`config.mk`:
```
export PLATFORM = sky130hd
export DESIGN_NAME = cfg_byte_loader
export DESIGN_NICKNAME = d
export VERILOG_FILES = /design/src/rtl/cfg_ldr_pkg.sv /design/src/rtl/cfg_ldr_bitclk.sv /design/src/rtl/cfg_ldr_shifter.sv /design/src/rtl/cfg_byte_loader.sv
export SDC_FILE = /design/constraint.sdc
export NUM_CORES = 1
export LEC_CHECK = 0
export BUFFER_PORTS_ARGS = -buffer_cell sky130_fd_sc_hd__buf_2
export CORE_MARGIN = 2
export CORE_UTILIZATION = 43
export DETAILED_ROUTE_END_ITERATION = 7
export GPL_ROUTABILITY_DRIVEN = 0
export PLACE_DENSITY = 0.67
export SKIP_LAST_GASP = 1
export SLEW_MARGIN = 5
export SYNTH_ARGS = -nofsm -noshare
export SYNTH_HDL_FRONTEND = slang
export SYNTH_HIERARCHICAL = 1
export SYNTH_SLANG_ARGS = --single-unit
```
`constraint.sdc`:
```
create_clock -name clk -period 5.5 [get_ports clk]
set_input_delay 1.375 -clock clk [delete_from_list [all_inputs] [get_ports clk]]
set_output_delay 1.375 -clock clk [all_outputs]
set_load 0.02 [all_outputs]
```
`src/rtl/cfg_ldr_pkg.sv`:
```
package cfg_ldr_pkg;

    typedef enum logic [1:0] {
        LDR_IDLE = 2'd0,
        LDR_RUN  = 2'd1,
        LDR_DONE = 2'd2
    } ldr_state_e;

    localparam logic [2:0] MODE_BYTE_LOAD = 3'b100;
    localparam int unsigned BITS_PER_BYTE = 8;

endpackage

```
`src/rtl/cfg_ldr_bitclk.sv`:
```
module cfg_ldr_bitclk #(
    parameter int unsigned CLK_DIV = 2
) (
    input  logic clk,
    input  logic rst_n,
    input  logic run,
    output logic bit_clk,
    output logic fall_evt
);
    localparam int unsigned DIV_W = (CLK_DIV > 1) ? $clog2(CLK_DIV) : 1;

    typedef struct packed {
        logic [DIV_W-1:0] div;
        logic             bclk;
    } bclk_regs_t;

    bclk_regs_t r_q, r_d;
    logic       tick;

    assign tick     = run && (r_q.div == DIV_W'(CLK_DIV - 1));
    assign fall_evt = tick && r_q.bclk;
    assign bit_clk  = r_q.bclk;

    always_comb begin
        r_d = r_q;
        if (!run) begin
            r_d.div  = '0;
            r_d.bclk = 1'b0;
        end else if (tick) begin
            r_d.div  = '0;
            r_d.bclk = ~r_q.bclk;
        end else begin
            r_d.div = r_q.div + DIV_W'(1);
        end
    end

    always_ff @(posedge clk or negedge rst_n) begin
        if (!rst_n) r_q <= '0;
        else        r_q <= r_d;
    end

    // the bit clock is parked low whenever the divider is stopped
    assert_bitclk_parked_R3: assert property (@(posedge clk) disable iff (!rst_n)
        !run |=> !bit_clk);

endmodule

```
`src/rtl/cfg_ldr_shifter.sv`:
```
module cfg_ldr_shifter #(
    parameter bit MIRROR = 1'b0
) (
    input  logic       clk,
    input  logic       rst_n,
    input  logic       clear,
    input  logic       load,
    input  logic       shift,
    input  logic [7:0] din,
    output logic       ser
);
    typedef struct packed {
        logic [7:0] sh;
        logic       ser;
    } shf_regs_t;

    shf_regs_t  r_q, r_d;
    logic [7:0] ordered;

    generate
        if (MIRROR) begin : g_mirror
            for (genvar i = 0; i < 8; i++) begin : g_bit
                assign ordered[i] = din[7-i];
            end
        end else begin : g_direct
            assign ordered = din;
        end
    endgenerate

    always_comb begin
        r_d = r_q;
        if (clear) begin
            r_d = '0;
        end else if (load) begin
            r_d.ser = ordered[0];
            r_d.sh  = {1'b0, ordered[7:1]};
        end else if (shift) begin
            r_d.ser = r_q.sh[0];
            r_d.sh  = {1'b0, r_q.sh[7:1]};
        end
    end

    always_ff @(posedge clk or negedge rst_n) begin
        if (!rst_n) r_q <= '0;
        else        r_q <= r_d;
    end

    assign ser = r_q.ser;

    // a cleared shifter drives a low serial bit
    assert_clear_low_R4: assert property (@(posedge clk) disable iff (!rst_n)
        clear |=> !ser);

endmodule

```
`src/rtl/cfg_byte_loader.sv`:
```
module cfg_byte_loader
    import cfg_ldr_pkg::*;
#(
    parameter int unsigned ADDR_W     = 18,
    parameter int unsigned CLK_DIV    = 2,
    parameter int unsigned BYTE_COUNT = 16,
    parameter bit          MIRROR     = 1'b0
) (
    input  logic              clk,
    input  logic              rst_n,
    input  logic              program_n,
    input  logic [2:0]        mode,
    input  logic              start,
    input  logic [7:0]        rom_data,
    output logic [ADDR_W-1:0] rom_addr,
    output logic              bit_clk,
    output logic              byte_clk,
    output logic              ser_out,
    output logic              busy,
    output logic              done
);
    localparam int unsigned SLOT_W   = $clog2(BYTE_COUNT + 1);
    localparam logic [2:0]  LAST_BIT = 3'(BITS_PER_BYTE - 1);
    localparam logic [2:0]  HIGH_BIT = 3'(BITS_PER_BYTE / 2);

    typedef struct packed {
        ldr_state_e        state;
        logic [ADDR_W-1:0] addr;
        logic [2:0]        bidx;
        logic [SLOT_W-1:0] slot;
        logic              bclk_byte;
        logic [7:0]        hold;
        logic              done;
        logic              prog;
    } ldr_regs_t;

    ldr_regs_t r_q, r_d;
    logic      start_evt, abort, fall_evt, run_div;
    logic      sh_clear, sh_load, sh_shift;

    assign abort     = !program_n || (mode != MODE_BYTE_LOAD);
    assign start_evt = (start || (program_n && !r_q.prog)) && (mode == MODE_BYTE_LOAD);
    assign run_div   = (r_q.state == LDR_RUN) && !abort && !start_evt;

    cfg_ldr_bitclk #(.CLK_DIV(CLK_DIV)) u_bitclk (
        .clk      (clk),
        .rst_n    (rst_n),
        .run      (run_div),
        .bit_clk  (bit_clk),
        .fall_evt (fall_evt)
    );

    cfg_ldr_shifter #(.MIRROR(MIRROR)) u_shifter (
        .clk   (clk),
        .rst_n (rst_n),
        .clear (sh_clear),
        .load  (sh_load),
        .shift (sh_shift),
        .din   (r_q.hold),
        .ser   (ser_out)
    );

    always_comb begin
        r_d      = r_q;
        r_d.prog = program_n;
        sh_clear = 1'b0;
        sh_load  = 1'b0;
        sh_shift = 1'b0;
        if (abort || start_evt) begin
            r_d.state     = abort ? LDR_IDLE : LDR_RUN;
            r_d.addr      = '0;
            r_d.bidx      = '0;
            r_d.slot      = '0;
            r_d.bclk_byte = 1'b0;
            r_d.done      = 1'b0;
            sh_clear      = 1'b1;
        end else if (r_q.state == LDR_RUN && fall_evt) begin
            if (r_q.bidx == LAST_BIT) begin
                r_d.bidx = '0;
                if (r_q.slot == SLOT_W'(BYTE_COUNT)) begin
                    r_d.state = LDR_DONE;
                    r_d.done  = 1'b1;
                    sh_clear  = 1'b1;
                end else begin
                    r_d.slot = r_q.slot + SLOT_W'(1);
                    sh_load  = 1'b1;
                end
            end else begin
                r_d.bidx = r_q.bidx + 3'd1;
                sh_shift = (r_q.slot != '0);
            end
            r_d.bclk_byte = (r_d.state == LDR_RUN) && (r_d.bidx >= HIGH_BIT)
                            && (r_d.slot < SLOT_W'(BYTE_COUNT));
            if (!r_q.bclk_byte && r_d.bclk_byte) begin
                r_d.hold = rom_data;
                r_d.addr = r_q.addr + ADDR_W'(1);
            end
        end
    end

    always_ff @(posedge clk or negedge rst_n) begin
        if (!rst_n) begin
            r_q       <= '0;
            r_q.state <= LDR_IDLE;
            r_q.prog  <= 1'b1;
        end else begin
            r_q <= r_d;
        end
    end

    assign rom_addr = r_q.addr;
    assign byte_clk = r_q.bclk_byte;
    assign busy     = (r_q.state == LDR_RUN);
    assign done     = r_q.done;

    // the byte read clock rises only together with a falling bit clock
    assert_byteclk_on_fall_R2: assert property (@(posedge clk) disable iff (!rst_n)
        $rose(byte_clk) |-> $fell(bit_clk));

    // each byte capture advances the address by exactly one
    assert_addr_step_R1: assert property (@(posedge clk) disable iff (!rst_n)
        $rose(byte_clk) |-> rom_addr == $past(rom_addr) + ADDR_W'(1));

    // within a load, serial data moves only with a falling bit clock
    assert_ser_on_fall_R4: assert property (@(posedge clk) disable iff (!rst_n)
        (busy && $past(busy) && !$stable(ser_out)) |-> ($fell(bit_clk) || $past(start_evt)));

    // done rises with the full image counted out and the bit clock low
    assert_done_count_R6: assert property (@(posedge clk) disable iff (!rst_n)
        $rose(done) |-> (rom_addr == ADDR_W'(BYTE_COUNT)) && !bit_clk && !busy);

    // a wrong mode code leaves every output quiet
    assert_mode_quiet_R7: assert property (@(posedge clk) disable iff (!rst_n)
        (mode != MODE_BYTE_LOAD) |=> !busy && !done && !bit_clk && !byte_clk && !ser_out);

    // program_n low clears the address and the done flag
    assert_program_clear_R8: assert property (@(posedge clk) disable iff (!rst_n)
        !program_n |=> (rom_addr == '0) && !done);

endmodule

```
==> summary.txt, run 1 <==
WHS Path Cells -> 1
Cells after Synth -> 264
RSZ-0062 raised after global routing -> false
Crit end category -> register
Clock Path Buffers -> 2
Hold crit path type -> reg -> reg
Min-Delay Endpoint -> rom_addr[17]
Post-synth top cells -> 48 x dfrtp_1, 22 x nand2_1, 20 x nor2_1
Clock Latency Late Sink -> 310 ps
Status -> completed
Starting Density -> 44.6%
Register area share after synthesis -> 46.2%
Antenna violations before repair -> 0
Switch share -> 21.0%
Syn Area/Cell -> 10.1 um2
Combinational power share -> 2.4%
Vias per cell -> 5.46
Peak supply drop -> 109 uV
Drt pass-1 iters -> 4
WL final -> 5.27 mm
Data arrival time of the worst path -> 3960 ps
Post-synth top area share -> 45.2%
Placed instance area -> 0.00277 mm2
Largest cells by area after synthesis -> dfrtp_1 45%, buf_4 5.1%, nand2_1 3.1%
Count of cell types in the netlist -> 60
Drt initial violations -> 149
P&R area growth vs syn -> 8.71%
Fin crit period -> 3750 ps
First-pass GRT wire length -> 8.81 mm
Post-Syn Nets -> 284
Largest area contributor in the netlist -> dfrtp_1
Hold path startpoint -> rom_addr[17]
Largest net degree at the start of global routing -> 50
Die area -> 0.00683 mm2
Clock power share -> 42.1%
Setup TNS Final -> 0 ps
Pwr dens -> 225 mW/mm2
Relative slew slack -> 22.3%
DP HPWL -> 3.67 mm
TritonCTS clock tree -> yes
Antenna Cells -> 0
GRT Util Overall -> 16.8%
Cell area after layout -> 0.00289 mm2
Layout cells sized above 1 -> 21.5%
# IOs -> 38
Worst R2R Setup Slack -> 2410 ps
Static Leak -> 1.34 nW
Max cap viols -> 0
Post-cts resize count -> 0
Reg2Reg Depth -> 7
Clock transition at the registers of the reported paths -> 100 ps
DRC Markers -> 0
Worst R2R Start -> r_q[0]
Post-synth ARST share -> 100%
Core Region -> 0.00596 mm2
Die outline width -> 82.6 um
Finish-stage setup viols -> 0
Cell Area, Synth -> 0.00266 mm2
Slew Viols, Final -> 0
H-tree Lvls -> 2
Number of global-route vias before repair -> 1858
Rows -> 28
WL per Instance -> 14.7 um
Seq cells post-synth -> 49
Final hold violation count -> 0
Crit Path Category -> in -> reg
Crit path max fanout -> 9
Fmax -> 0.267 GHz
Yosys warns -> 6
GRT overflow -> 0
CTS Buf Count -> 5
Sequential share of power -> 55.5%
Clock Sinks -> 49
Post-CTS setup buffer count -> 0
Crit path required time -> 5720 ps
Final period util -> 68.1%
Net switching power -> 0.137 mW
Vias -> 1960
Die height -> 82.6 um
Clock root buffer -> clkbuf_8
Skew final -> 15.6 ps
Most instantiated library cell after synthesis -> dfrtp_1
Filler Cell Count -> 605
Reg2reg end -> u_shifter/ser
Actual slew at the worst max-slew pin -> 1160 ps
Element type at the critical path start -> input port
Internal power -> 0.514 mW
Hold-fix buffers, CTS -> 0
PortBufs -> 37
Top FF cell, synth -> dfrtp_1
Post-synth EDFFs -> 0
Final nets -> 303
Post-route ant nets -> 0
==> cells by family (layout without fill, tap and decap cells) <==
group           Yosys count  after routing  synth area share (%)
compound gates           56             56                  13.7
xor+xnor                  6              6                  1.98
fa+ha+maj                 5              5                  2.35
buf+inv                  32             52                  7.67
flops                    49             49                  46.2
mux                      17             17                  7.25
simple gates             99             99                  20.9
==> stage by stage <==
stage | hold slack, ps | std cells | util [%] | worst slack [ps] | total power [mW]
CTS | 485 | 359 | 48.5 | 1820 | 0.657
finish | 483 | 359 | 48.5 | 1750 | 0.650
global route | 521 | 359 | 48.5 | 1510 | 0.670
floorplan | 446 | 264 | - | 2190 | 0.371
detailed placement | 471 | 351 | 46.5 | 1480 | 0.385
global placement | 466 | 351 | 46.5 | 1610 | 0.384
==> worst max-delay path by stage <==
stage	start	end	slack [ps]	cells after the start
global placement	mode[0]	u_shifter/r_q[5]	1610	8
global route	start	u_shifter/r_q[2]	1510	8
detailed placement	mode[0]	u_shifter/ser	1480	8
finish	mode[0]	u_shifter/ser	1750	8
floorplan	mode[0]	u_shifter/r_q[7]	2190	9
CTS	mode[0]	u_shifter/ser	1820	8
==> flip-flops by register name, summed over array words and instances, names as in the netlist <==
signal	count
r_q	19
rom_addr	18
u_shifter/r_q	7
byte_clk	1
done	1
u_bitclk/bit_clk	1
u_bitclk/r_q	1
u_shifter/ser	1
==> cells in the final DEF, fill, tap and decap left out, drive strengths merged, types with 2 or more instances in the layout <==
cell / n
a211oi: 7
a21o: 2
a21oi: 10
a31oi: 6
and2: 6
and3: 5
buf: 38
clkbuf: 6
dfrtp: 48
ha: 5
inv: 6
mux2: 8
mux2i: 9
nand2: 23
nand3: 9
nand4: 6
nor2: 21
nor2b: 9
nor3: 4
nor4: 2
o211ai: 2
o21ai: 14
o31ai: 6
or2: 2
or3: 2
xor2: 5
==> metal layers <==
layer  up-vias  share of wire [%]  track usage (%)  routed length, um
li1        969                  -                -                  -
met1       955                 50             23.7               2650
met2        31                 44             26.4               2330
met3         5                4.5             2.83                237
met4         0               0.95             5.41                 50
met5         -                  0                0                  0
==> critical path, stage by stage <==
cell and delay [ps]:
buf_2 90, and4bb_2 350, and3_1 190, and3_2 190, nand3b_1 280, nor4_2 1030
mux2i_1 200, a211oi_1 260
==> final cells by class <==
type	instances	area (um2)	area share [%]
tap	75	93.8	3.25
inverter	6	22.5	0.780
clock inverter	2	37.5	1.30
timing repair buffer	38	193	6.67
multi-input combinational	183	1230	42.7
sequential	49	1230	42.5
clock buffer	6	82.6	2.86
==> power by group through the flow <==
| stage | Clock, mW | Sequential (mW) | Combinational, mW |
|---|---|---|---|
| 6_report | 0.274 | 0.361 | 0.0156 |
| 5_1_grt | 0.291 | 0.361 | 0.0183 |
| 4_1_cts | 0.280 | 0.361 | 0.0165 |
| 3_5_place_dp | 0 | 0.368 | 0.0165 |
| 3_3_place_gp | 0 | 0.368 | 0.0163 |
| 2_1_floorplan | 0 | 0.368 | 0.00307 |
Note: power is estimated with default switching activity, not from simulation.
==> run 2: changes to the inputs <==
--- a/config.mk
+++ b/config.mk
@@ -5,12 +5,13 @@
 export SDC_FILE = /design/constraint.sdc
 export NUM_CORES = 1
 export LEC_CHECK = 0
+export ABC_AREA = 1
 export BUFFER_PORTS_ARGS = -buffer_cell sky130_fd_sc_hd__buf_2
 export CORE_MARGIN = 2
 export CORE_UTILIZATION = 43
 export DETAILED_ROUTE_END_ITERATION = 7
 export GPL_ROUTABILITY_DRIVEN = 0
-export PLACE_DENSITY = 0.67
+export PLACE_DENSITY = 0.66
 export SKIP_LAST_GASP = 1
 export SLEW_MARGIN = 5
 export SYNTH_ARGS = -nofsm -noshare
==> constraint.sdc (replaced) <==
create_clock -name clk -period 3.9 [get_ports clk]
set_input_delay 0.975 -clock clk [delete_from_list [all_inputs] [get_ports clk]]
set_output_delay 0.975 -clock clk [all_outputs]
set_load 0.02 [all_outputs]
==> run 2 against run 1 <==
Effect of this change: sequential cell count unchanged; final area up 5.5%; die area rose by 5.6%; register-to-register slack got worse by 1400 ps; hold slack worse by 1.9 ps.
==> summary.txt, run 2 <==
P&R area growth vs syn -> 8.31%
Internal power -> 0.709 mW
Count of cell types in the netlist -> 37
Actual slew at the worst max-slew pin -> 836 ps
Post-synth top cells -> 130 x nand2_1, 48 x dfrtp_1, 35 x inv_1
H-tree Lvls -> 2
PortBufs -> 37
CTS Buf Count -> 5
Largest cells by area after synthesis -> dfrtp_1 43%, nand2_1 17%, nand3_1 5.2%
Max FFs per register -> 19
GRT Util Overall -> 16.6%
Post-synth top area share -> 42.7%
Vias per cell -> 4.95
Final Non-Filler Cells -> 471
Cells after Synth -> 370
Starting Density -> 44.3%
Switch share -> 21.7%
Crit path required time -> 4140 ps
Clock power share -> 41.0%
Net switching power -> 0.197 mW
Final period util -> 83.8%
Fmax -> 0.306 GHz
Die area -> 0.00721 mm2
Slew Viols, Final -> 0
Fin crit period -> 3270 ps
Pwr dens -> 297 mW/mm2
WL per Instance -> 12.3 um
Crit end category -> register
Die outline width -> 84.9 um
Final nets -> 413
Post-CTS setup buffer count -> 0
Most frequent CP cell -> nand2_1
Post-route ant nets -> 0
Crit Path Category -> in -> reg
Skew final -> 6.13 ps
Most common cell after layout, fill and taps aside -> nand2_1
TritonCTS clock tree -> yes
Hold-fix buffers, CTS -> 0
Final hold violation count -> 0
Post-synth ARST share -> 100%
Hold crit path type -> reg -> reg
Layout cells sized above 1 -> 16.8%
Die height -> 84.9 um
First-pass GRT wire length -> 9.72 mm
Inst Count DP -> 463
Largest area contributor in the netlist -> dfrtp_1
Post-Syn Nets -> 390
Core Region -> 0.00635 mm2
Most instantiated library cell after synthesis -> nand2_1
Syn Area/Cell -> 7.61 um2
Drt initial violations -> 163
Critical path cell sequence -> buf_2 -> inv_1 -> nand2_1 -> nor2_1 -> nand2_1 -> nor3_1 -> nand2_1 -> nor2_1 -> nand2_1 -> inv_1 -> nand2_1 -> nor2_1 -> nand2_1 -> inv_1 -> inv_2 -> a21oi_2 -> nand2_1 -> nand2_1
Vias -> 2332
Clock Path Buffers -> 2
Rows -> 29
Seq cells post-synth -> 49
Status -> completed
Data arrival time of the worst path -> 3510 ps
RSZ-0062 raised after global routing -> false
Drt pass-1 iters -> 4
Largest reg by FF count -> r_q
Most frequent cells in the layout -> 130 x nand2_1, 48 x dfrtp_1, 37 x buf_2, 35 x inv_1, 31 x nor2_1
GRT overflow -> 0
Sequential share of power -> 56.3%
CP max stage cell -> inv_1
WL final -> 5.77 mm
# IOs -> 38
Antenna violations before repair -> 0
Largest net degree at the start of global routing -> 37
Combinational power share -> 2.7%
Slowest Stage Delay on Critical Path -> 350 ps
Setup TNS Final -> 0 ps
Relative slew slack -> 44.3%
Clock root buffer -> clkbuf_8
Post-synth EDFFs -> 0
Static Leak -> 1.51 nW
DRC Markers -> 0
Peak supply drop -> 150 uV
Number of global-route vias before repair -> 2146
Element type at the critical path start -> input port
Yosys warns -> 6
Crit path max fanout -> 10
DP HPWL -> 4.19 mm
Clock Sinks -> 49
Register area share after synthesis -> 43.6%
Max cap viols -> 0
Top FF cell, synth -> dfrtp_1
Post-cts resize count -> 0
Clock Latency Late Sink -> 300 ps
Finish-stage setup viols -> 0
Antenna Cells -> 0
Clock transition at the registers of the reported paths -> 100 ps
Worst R2R Setup Slack -> 1010 ps
Cell Area, Synth -> 0.00281 mm2
run 2: cell families (layout without fill, tap and decap cells):
logic type,count (synthesis),after routing,share of synthesized area (%)
buffers and inverters,65,89,12.0
AOI/OAI and AO/OA,33,33,6.80
adders and majority gates,5,5,2.22
and+or+nand+nor,211,211,33.1
DFF,49,49,43.6
xor gates and xnor gates,7,7,2.18
run 2: path summary, 6_finish.rpt:
kind                            startpoint          endpoint  cells after the start
setup / recovery                   mode[0]  u_shifter/r_q[2]                     18
hold / removal             u_bitclk/r_q[1]   u_bitclk/r_q[1]                      1
hold reg to reg            u_bitclk/r_q[1]   u_bitclk/r_q[1]                      1
setup reg to reg                    r_q[0]  u_shifter/r_q[2]                     16
max in group asynchronous            rst_n  u_shifter/r_q[6]                      2
min in group asynchronous            rst_n      rom_addr[17]                      1
run 2: metal layers:
metal / GRT usage [%] / vias to the layer above / share of wire [%]
li1: - / 1191 / -
met1: 23.8 / 1076 / 49
met2: 25.7 / 61 / 45
met3: 3.99 / 4 / 5.5
met4: 4.18 / 0 / 0.74
met5: 0 / - / 0
run 2: power groups by stage:
stage	Sequential (mW)	Combinational, mW	Clock (mW)
final	0.509	0.0243	0.372
after global routing	0.510	0.0287	0.401
after CTS	0.510	0.0257	0.381
after detailed placement	0.520	0.0256	0
after global placement	0.519	0.0251	0
after floorplan	0.520	0.00567	0
run 2: layout make-up:
class	instances	area, um2
clock buffer	5	68.8
clock inverter	3	46.3
fill	621	3300
inverter	42	161
multi-input combinational	256	1250
sequential	49	1230
tap	77	96.3
timing repair buffer	39	200
run 2: critical path: cells and delay by family:
family / cells / cell delay, ps
simple gates: 12 / 1590
buf+inv: 5 / 740
compound gates: 1 / 200
run 2: stage by stage:
| step | hold slack (ps) | area, um2 | power, mW | setup slack [ps] | util [%] |
|---|---|---|---|---|---|
| floorplan | 442 | 2810 | 0.525 | 974 | - |
| global placement | 464 | 2930 | 0.545 | 457 | 46.2 |
| detailed placement | 466 | 2930 | 0.545 | 329 | 46.2 |
| CTS | 479 | 3050 | 0.916 | 639 | 48.0 |
| global route | 491 | 3050 | 0.939 | 355 | 48.0 |
| finish | 481 | 3050 | 0.905 | 632 | 48.0 |
==> run 3: changes to the inputs <==
--- a/config.mk
+++ b/config.mk
@@ -5,13 +5,13 @@
 export SDC_FILE = /design/constraint.sdc
 export NUM_CORES = 1
 export LEC_CHECK = 0
-export ABC_AREA = 1
+export ABC_AREA = 0
 export BUFFER_PORTS_ARGS = -buffer_cell sky130_fd_sc_hd__buf_2
 export CORE_MARGIN = 2
 export CORE_UTILIZATION = 43
 export DETAILED_ROUTE_END_ITERATION = 7
 export GPL_ROUTABILITY_DRIVEN = 0
-export PLACE_DENSITY = 0.66
+export PLACE_DENSITY = 0.69
 export SKIP_LAST_GASP = 1
 export SLEW_MARGIN = 5
 export SYNTH_ARGS = -nofsm -noshare
==> constraint.sdc (replaced) <==
create_clock -name clk -period 2.7 [get_ports clk]
set_input_delay 0.675 -clock clk [delete_from_list [all_inputs] [get_ports clk]]
set_output_delay 0.675 -clock clk [all_outputs]
set_load 0.02 [all_outputs]
==> run 3 against run 2 <==
Effect of this change: via count is 14% lower; critical path depth shrank 9; clock skew grew 2.5 ps; sequential share of layout area increased by 0.90 points; count of clock-buffer cells in the layout stayed put; power grew 44%; combinational power is 40% higher; routed wire length shrank 9.6%; die area shrank 5.3%; critical path type unchanged; critical endpoint is now rom_addr[13]; largest power group unchanged.
==> summary.txt, run 3 (synthesis results as in run 1) <==
RSZ-0062 raised after global routing -> false
Final period util -> 90.3%
Post-route ant nets -> 0
Fin crit period -> 2440 ps
Crit path required time -> 2910 ps
Slew Viols, Final -> 0
Post-CTS setup buffer count -> 0
Clock Path Buffers -> 2
Skew final -> 8.61 ps
Relative slew slack -> 40.0%
Hold-fix buffers, CTS -> 0
Largest reg by FF count -> r_q
Layout cells sized above 1 -> 24.9%
Net switching power -> 0.276 mW
P&R area growth vs syn -> 12.2%
Number of global-route vias before repair -> 1896
Clock Sinks -> 49
Max cap viols -> 0
Crit Path Category -> in -> reg
Die height -> 82.6 um
Filler Cell Count -> 547
Internal power -> 1.02 mW
Core Region -> 0.00596 mm2
Post-cts resize count -> 0
Largest net degree at the start of global routing -> 50
Antenna Cells -> 0
Fmax -> 0.410 GHz
Most frequent cells in the layout -> 48 x dfrtp_1, 37 x buf_2, 22 x nand2_1, 20 x nor2_1, 14 x buf_4
Met1 global-route usage -> 23.2%
Starting Density -> 44.6%
Clock Latency Late Sink -> 310 ps
Global route hottest layer -> met2
Most common cell after layout, fill and taps aside -> dfrtp_1
Pwr dens -> 436 mW/mm2
WL per Instance -> 14.0 um
Finish-stage setup viols -> 0
Combinational power share -> 2.6%
Static Leak -> 1.40 nW
GR met3 Demand/Resource -> 3.37%
Final nets -> 316
Status -> completed
Placed instance area -> 0.00287 mm2
# IOs -> 38
DP HPWL -> 3.82 mm
Sequential share of power -> 56.6%
First-pass GRT wire length -> 8.83 mm
Crit end category -> register
Antenna violations before repair -> 0
Vias -> 1997
Peak supply drop -> 228 uV
WL final -> 5.22 mm
Vias per cell -> 5.37
Rows -> 28
Die area -> 0.00683 mm2
GR Layer Usage met2 -> 26.8%
Inst Count DP -> 364
Element type at the critical path start -> input port
Crit path max fanout -> 12
TritonCTS clock tree -> yes
Max FFs per register -> 19
Final hold violation count -> 0
Drt pass-1 iters -> 4
Data arrival time of the worst path -> 2650 ps
Die outline width -> 82.6 um
PortBufs -> 37
Cell area after layout -> 0.00298 mm2
Clock power share -> 40.8%
Clock root buffer -> clkbuf_8
H-tree Lvls -> 2
CTS Buf Count -> 5
Reg2Reg Depth -> 7
DRC Markers -> 0
Drt initial violations -> 124
GRT overflow -> 0
Hold crit path type -> in -> async
Switch share -> 21.2%
GRT Util Overall -> 16.8%
Final Non-Filler Cells -> 372
Clock transition at the registers of the reported paths -> 100 ps
Actual slew at the worst max-slew pin -> 900 ps
## run 3: cell types whose count changed in the layout (fill, tap and decap cells not counted), sizes merged, moves of 7 or more
cell	delta
nand2	-110
nor2b	+9
a211oi	+7
mux2i	+9
mux2	+8
buf	+12
nor2	-15
inv	-34
nand3	-22
## run 3: stage by stage
step / setup WS [ps] / total power, mW / hold WS (ps) / setup TNS [ps] / utilization, %
final: 262 / 1.30 / 468 / 0 / 50.1
after global routing: 78.3 / 1.34 / 467 / 0 / 50.1
after global placement: 1.13 / 0.785 / 459 / 0 / 48.1
after CTS: 253 / 1.31 / 467 / 0 / 50.1
after floorplan: 86.3 / 0.756 / 379 / 0 / -
after detailed placement: -63.4 / 0.785 / 467 / -318 / 48.1
## run 3: worst paths after layout
| check | from | end | slack [ps] |
|---|---|---|---|
| max | program_n | rom_addr[13] | 260 |
| min | rst_n | r_q[4] | 470 |
| max reg2reg | r_q[16] | rom_addr[13] | 380 |
| min reg2reg | rom_addr[17] | rom_addr[17] | 480 |
| max in group asynchronous | rst_n | rom_addr[11] | 1820 |
| min in group clk | program_n | r_q[0] | 470 |
## run 3: power by group through the flow
stage               clock network (mW)  registers, mW  logic (mW)
global route                     0.569          0.736      0.0394
floorplan                            0          0.750     0.00625
detailed placement                   0          0.750      0.0356
finish                           0.531          0.735      0.0340
CTS                              0.543          0.735      0.0358
global placement                     0          0.750      0.0352
## run 3: final cells by class
type	instances	area, um2	area share, %
flip-flops and latches	49	1230	41.2
well taps	75	93.8	3.15
multi-input cells	183	1230	41.3
clock buffers	5	68.8	2.31
clock inverters	3	46.3	1.55
repair buffers	51	290	9.74
inverters	6	22.5	0.755
## run 3: layer usage
| metal | wire length (um) | vias to the layer above | part of all wire, % |
|---|---|---|---|
| met4 | 68 | 0 | 1.3 |
| met1 | 2520 | 957 | 48 |
| met5 | 0 | - | 0 |
| met2 | 2400 | 40 | 46 |
| met3 | 227 | 6 | 4.3 |
| li1 | - | 994 | - |
## run 3: worst max-delay path, cell delays in order
cell,delay (ps)
buf_2,100
and4bb_2,230
and3_1,200
and3_2,220
nand3b_1,140
nor2_2,50
a21oi_1,710
o21ai_0,210
o31ai_1,100
